### src/rtl/sdms_pkg.sv
package sdms_pkg;
   typedef enum logic [2:0] {
      ST_IDLE = 3'd0,
      ST_PALL = 3'd1,
      ST_GAP  = 3'd2,
      ST_LOAD = 3'd3,
      ST_TAIL = 3'd4,
      ST_DONE = 3'd5
   } seq_st_e;

   typedef struct packed {
      logic ras_n;
      logic cas_n;
      logic we_n;
   } sd_cmd_t;

   localparam sd_cmd_t CMD_NOP  = '{ras_n: 1'b1, cas_n: 1'b1, we_n: 1'b1};
   localparam sd_cmd_t CMD_PALL = '{ras_n: 1'b0, cas_n: 1'b1, we_n: 1'b0};
   localparam sd_cmd_t CMD_MRS  = '{ras_n: 1'b0, cas_n: 1'b0, we_n: 1'b0};

   localparam logic [2:0] CTL_PROG_CODE = 3'd5;
endpackage

### src/rtl/sdms_decode.sv
module sdms_decode #(
   parameter int ADDR_W    = 24,
   parameter int SD_ADDR_W = 13,
   parameter int BL_W      = 3,
   parameter int WB_BIT    = 9,
   parameter logic [ADDR_W-1:0] WIN_BASE = 24'h400000
) (
   input  logic [ADDR_W-1:0]    addr,
   input  logic                 is16,
   output logic                 in_win,
   output logic [SD_ADDR_W-1:0] mode_val,
   output logic                 mode_ok
);
   localparam int OFS_W = SD_ADDR_W + 1;

   logic [OFS_W-1:0] ofs;
   logic             range_ok;
   logic             fmt_ok;

   assign in_win = (addr[ADDR_W-1:OFS_W] == WIN_BASE[ADDR_W-1:OFS_W]);
   assign ofs    = addr[OFS_W-1:0];

   always_comb begin
      if (is16) mode_val = ofs[OFS_W-1:1];
      else      mode_val = ofs[SD_ADDR_W-1:0];
   end

   assign range_ok = is16 | ~ofs[OFS_W-1];
   assign fmt_ok   = (mode_val[BL_W-1:0] == '0) && mode_val[WB_BIT];
   assign mode_ok  = range_ok && fmt_ok;
endmodule

### src/rtl/sdms_fsm.sv
module sdms_fsm
   import sdms_pkg::*;
#(
   parameter int SD_ADDR_W = 13
) (
   input  logic                 clk,
   input  logic                 rst_n,
   input  logic                 enable,
   input  logic                 req,
   input  logic                 wr,
   input  logic                 in_win,
   input  logic                 mode_ok,
   input  logic [SD_ADDR_W-1:0] mode_in,
   output seq_st_e              state,
   output logic [SD_ADDR_W-1:0] mode_q,
   output logic                 err_q
);
   seq_st_e nxt;

   always_comb begin
      nxt = state;
      unique case (state)
         ST_IDLE: begin
            if (req && enable) begin
               if (wr && in_win && mode_ok) nxt = ST_PALL;
               else                         nxt = ST_DONE;
            end
         end
         ST_PALL: nxt = ST_GAP;
         ST_GAP:  nxt = ST_LOAD;
         ST_LOAD: nxt = ST_TAIL;
         ST_TAIL: nxt = ST_DONE;
         ST_DONE: nxt = ST_IDLE;
         default: nxt = ST_IDLE;
      endcase
   end

   always_ff @(posedge clk or negedge rst_n) begin
      if (!rst_n) begin
         state  <= ST_IDLE;
         mode_q <= '0;
         err_q  <= 1'b0;
      end else begin
         state <= nxt;
         if (state == ST_IDLE && req && enable) begin
            mode_q <= (wr && in_win && mode_ok) ? mode_in : '0;
            err_q  <= wr && in_win && !mode_ok;
         end else if (state == ST_DONE) begin
            mode_q <= '0;
            err_q  <= 1'b0;
         end
      end
   end
endmodule

### src/rtl/sdms_cmd_drv.sv
module sdms_cmd_drv
   import sdms_pkg::*;
#(
   parameter int SD_ADDR_W = 13,
   parameter bit HOLD_ADDR = 1'b1
) (
   input  seq_st_e              state,
   input  logic [SD_ADDR_W-1:0] mode_q,
   output sd_cmd_t              cmd,
   output logic                 psel,
   output logic [SD_ADDR_W-1:0] addr_out
);
   logic drive_addr;

   always_comb begin
      unique case (state)
         ST_PALL: cmd = CMD_PALL;
         ST_LOAD: cmd = CMD_MRS;
         default: cmd = CMD_NOP;
      endcase
   end

   assign psel = (state == ST_PALL);

   generate
      if (HOLD_ADDR) begin : g_hold
         assign drive_addr = (state == ST_PALL) || (state == ST_GAP) ||
                             (state == ST_LOAD) || (state == ST_TAIL);
      end else begin : g_pulse
         assign drive_addr = (state == ST_LOAD);
      end
   endgenerate

   assign addr_out = drive_addr ? mode_q : '0;
endmodule

### src/rtl/sdram_mode_seq.sv
module sdram_mode_seq
   import sdms_pkg::*;
#(
   parameter int ADDR_W    = 24,
   parameter int SD_ADDR_W = 13,
   parameter int BL_W      = 3,
   parameter int WB_BIT    = 9,
   parameter bit HOLD_ADDR = 1'b1,
   parameter logic [ADDR_W-1:0] WIN_BASE = 24'h400000
) (
   input  logic                 clk,
   input  logic                 rst_n,
   input  logic [2:0]           prog_ctl,
   input  logic                 bus16,
   input  logic                 cpu_req,
   input  logic                 cpu_wr,
   input  logic [ADDR_W-1:0]    cpu_addr,
   output logic                 cpu_ack,
   output logic                 cpu_wait,
   output logic                 mode_err,
   output logic                 busy,
   output logic                 sd_ras_n,
   output logic                 sd_cas_n,
   output logic                 sd_we_n,
   output logic                 sd_cke,
   output logic                 sd_psel,
   output logic [SD_ADDR_W-1:0] sd_addr
);
   localparam int OFS_W = SD_ADDR_W + 1;

   generate
      if (OFS_W >= ADDR_W) begin : g_bad_width
         $error("window offset must be narrower than the CPU address");
      end
      if (WB_BIT >= SD_ADDR_W || BL_W < 1 || BL_W > WB_BIT) begin : g_bad_field
         $error("mode field positions do not fit the SDRAM address");
      end
      if (WIN_BASE[OFS_W-1:0] != '0) begin : g_bad_base
         $error("window base must be aligned to the window size");
      end
   endgenerate

   logic                 in_win;
   logic                 mode_ok;
   logic [SD_ADDR_W-1:0] mode_val;
   logic [SD_ADDR_W-1:0] mode_q;
   logic                 err_q;
   seq_st_e              state;
   sd_cmd_t              cmd;

   sdms_decode #(
      .ADDR_W(ADDR_W), .SD_ADDR_W(SD_ADDR_W), .BL_W(BL_W),
      .WB_BIT(WB_BIT), .WIN_BASE(WIN_BASE)
   ) u_decode (
      .addr(cpu_addr), .is16(bus16), .in_win(in_win),
      .mode_val(mode_val), .mode_ok(mode_ok)
   );

   sdms_fsm #(.SD_ADDR_W(SD_ADDR_W)) u_fsm (
      .clk(clk), .rst_n(rst_n), .enable(prog_ctl == CTL_PROG_CODE),
      .req(cpu_req), .wr(cpu_wr), .in_win(in_win), .mode_ok(mode_ok),
      .mode_in(mode_val), .state(state), .mode_q(mode_q), .err_q(err_q)
   );

   sdms_cmd_drv #(.SD_ADDR_W(SD_ADDR_W), .HOLD_ADDR(HOLD_ADDR)) u_drv (
      .state(state), .mode_q(mode_q), .cmd(cmd),
      .psel(sd_psel), .addr_out(sd_addr)
   );

   assign sd_ras_n = cmd.ras_n;
   assign sd_cas_n = cmd.cas_n;
   assign sd_we_n  = cmd.we_n;
   assign sd_cke   = 1'b1;
   assign cpu_ack  = (state == ST_DONE);
   assign mode_err = (state == ST_DONE) && err_q;
   assign busy     = (state == ST_PALL) || (state == ST_GAP) ||
                     (state == ST_LOAD) || (state == ST_TAIL);
   assign cpu_wait = cpu_req && !cpu_ack;
endmodule

### config.mk
export PLATFORM = sky130hd
export DESIGN_NAME = sdram_mode_seq
export DESIGN_NICKNAME = d
export VERILOG_FILES = /design/src/rtl/sdms_pkg.sv /design/src/rtl/sdms_decode.sv /design/src/rtl/sdms_fsm.sv /design/src/rtl/sdms_cmd_drv.sv /design/src/rtl/sdram_mode_seq.sv
export SDC_FILE = /design/constraint.sdc
export NUM_CORES = 1
export LEC_CHECK = 0
export ABC_CLOCK_PERIOD_IN_PS = 4500
export BUFFER_PORTS_ARGS = -buffer_cell sky130_fd_sc_hd__buf_2
export CORE_AREA = 2 2 40 60
export CTS_BUF_LIST = sky130_fd_sc_hd__clkbuf_8
export DETAILED_ROUTE_END_ITERATION = 16
export DIE_AREA = 0 0 42 62
export HOLD_SLACK_MARGIN = 0.06
export PLACE_DENSITY = 0.9
export SLEW_MARGIN = 10
export SYNTH_ARGS = -nofsm -noshare
export SYNTH_HDL_FRONTEND = slang
export SYNTH_SLANG_ARGS = --single-unit
### constraint.sdc
create_clock -name clk -period 4.5 [get_ports clk]
set_input_delay 1.35 -clock clk [delete_from_list [all_inputs] [get_ports clk]]
set_output_delay 1.35 -clock clk [all_outputs]
set_load 0.02 [all_outputs]
==> flow_metrics.env <==
export IMPL_outcome="finished clean"
export IMPL_wl_per_cell_um=14.04
export IMPL_yosys_warnings=0
export IMPL_synth_top_area_cell="dfrtp_1"
export IMPL_power_density_nw_per_um2=385.1
export IMPL_synth_edff_count=0
export IMPL_cts_resized=0
export IMPL_syn_to_final_growth_pct=28.53
export IMPL_clk_pin_slew_ns=0.07
export IMPL_die_y_um=62
export IMPL_fin_skew_ns=0.003638
export IMPL_postCtsHoldBufs=0
export IMPL_grt_pass1_vias=832
export IMPL_die_area_um2=2604
export IMPL_firstDrtPassIters=4
export IMPL_synth_area_leaders="dfrtp_1 (44%), and2_1 (11%), mux2i_1 (9.3%)"
export IMPL_grt_pass1_wl_mm=3.463
export IMPL_synth_top_area_frac=0.4370
export IMPL_boundaryPins=54
export IMPL_tns_ns=0
export IMPL_power_leakage_nw=0.6833
export IMPL_drive_gt1_frac=0.4357
export IMPL_std_cell_rows=21
export IMPL_synthesis_area_um2=973.4
export IMPL_synth_top_flop_cell="dfrtp_1"
export IMPL_diodes=0
export IMPL_port_buffers=52
export IMPL_grt_max_degree=18
export IMPL_ys_seq_area_frac=0.4370
export IMPL_drt_iter0_drc=8
export IMPL_async_flop_share=1.000
export IMPL_final_nets=173
export IMPL_die_x_um=42
export IMPL_ant_nets=0
export IMPL_syn_area_per_cell_um2=10.47
export IMPL_hold_viol_final=0
export IMPL_start_util=0.4574
export IMPL_r2r_setup_slack_ns=2.73
export IMPL_cp_start_kind="register"
export IMPL_route_detailed_drc=0
export IMPL_postCtsSetupRepairBufs=0
export IMPL_vdd_ir_drop_max_uv=356.0
export IMPL_setup_violations=0
export IMPL_root_buffer="clkbuf_8"
export IMPL_rsz0062_at_grt="false"
export IMPL_worstPathRequired_ns=3.15
export IMPL_globalRouteOverflowTotal=0
export IMPL_cts_tree="yes"
export IMPL_syn_nets=125
export IMPL_slew_headroom=0.3404
export IMPL_syn_inst=93
export IMPL_worstSkewPairLatency_ns=0.26
export IMPL_hpwl_mm=1.796
export IMPL_hp_class="register to register"
export IMPL_synth_seq_cells=17
export IMPL_final_cell_count_no_fill=163
export IMPL_antenna_found_initial=0
export IMPL_synth_common_cells="and2_1 (17), dfrtp_1 (17), mux2i_1 (9), o2bb2ai_1 (9), nor2_1 (7)"
export IMPL_cts_made_buffers=3
export IMPL_core_um2=2128
export IMPL_crit_type="register to output pin"
export IMPL_clock_sinks=17
export IMPL_ys_types=30
export IMPL_vias_per_cell=5.356
export IMPL_dpl_cell_count=159
export IMPL_period_share=0.7488
export IMPL_clock_path_buffers=2
export IMPL_max_freq_ghz=0.2968
export IMPL_period_minus_slack_ns=3.370
export IMPL_end_kind="output pin"
export IMPL_p_total_mw=0.4819
export IMPL_finalWirelength_mm=2.288
export IMPL_htree_levels=1
export IMPL_maxCapViolCount=0
export IMPL_worst_slew_pin_slew_ns=0.9894
export IMPL_via_count=873
export IMPL_gp_congestion=0.7511
export IMPL_crit_fanout=14
export IMPL_slew_viol_final=0
export IMPL_arrival_ns=2.02
export IMPL_grt_total_usage=0.1781
## metrics by stage
| stage | setup slack (ns) | cell area [µm²] | hold slack, ns | util |
|---|---|---|---|---|
| after floorplan | 1.473 | 973.4 | 0.4396 | - |
| after global placement | 1.431 | 1205 | 0.4545 | 0.5661 |
| after detailed placement | 1.411 | 1205 | 0.4670 | 0.5661 |
| after CTS | 1.128 | 1251 | 0.4853 | 0.5879 |
| after global routing | 1.010 | 1251 | 0.4926 | 0.5879 |
| final | 1.130 | 1251 | 0.4814 | 0.5879 |
## sequential cells by signal, indices dropped and copies added, names as in the netlist
| name | count |
|---|---|
| u_fsm.mode_q | 13 |
| u_fsm.state | 3 |
| u_fsm.err_q | 1 |
## power breakdown
part,switching [mW],leakage [nW],internal [mW]
registers,0.0255,0.234,0.165
logic,0.116,0.424,0.0588
clock network,0.0550,0.0255,0.0616
total,0.197,0.683,0.285
## logic make-up (layout without fill, tap and decap cells)
family,Yosys count,count (layout),share of synthesized area
buffers and inverters,9,56,0.05911
flip-flops,17,17,0.4370
AND/OR/NAND/NOR,40,40,0.2584
multiplexers,9,9,0.09255
other,1,1,0.003852
XOR/XNOR,2,2,0.01800
AO/OA/AOI/OAI,15,15,0.1311
## critical path, stage by stage (launching register included)
cell and delay [ns]:
dfrtp_1 0.49, nor2_1 0.13, xnor2_1 0.75, and2_1 0.23, buf_2 0.17
## layout make-up
cell class / instances / area, µm²
clock buffer: 3 / 41.29
clock inverter: 1 / 5.005
fill: 189 / 877.1
multi-input combinational: 67 / 490.5
sequential: 17 / 425.4
tap: 23 / 28.78
timing repair buffer: 52 / 260.3
## final timing paths
| check | startpoint | to | cells after the start |
|---|---|---|---|
| max | u_fsm.state[1] | sd_addr[4] | 4 |
| max reg2reg | u_fsm.state[2] | u_fsm.err_q | 4 |
| min in group asynchronous | rst_n | u_fsm.mode_q[5] | 1 |
| max in group asynchronous | rst_n | u_fsm.mode_q[3] | 1 |
| min reg2reg | u_fsm.mode_q[5] | u_fsm.mode_q[5] | 1 |
| min | u_fsm.mode_q[5] | u_fsm.mode_q[5] | 1 |
## cells in the final DEF (no fill, tap or decap), types with 2 or more instances in the layout
master	instances
and2_1	17
buf_2	52
clkbuf_8	3
dfrtp_1	17
mux2i_1	9
nand2_1	3
nor2_1	7
nor3_1	2
o2bb2ai_1	9
xnor2_1	2
## routing by layer
layer / routed length (µm) / vias to the layer above / track usage
li1: - / 420 / -
met1: 868 / 406 / 0.1781
met2: 1224 / 42 / 0.3504
met3: 154 / 5 / 0.02312
met4: 40 / 0 / 0.1106
met5: 0 / - / 0
(Power assumes the default switching activity.)
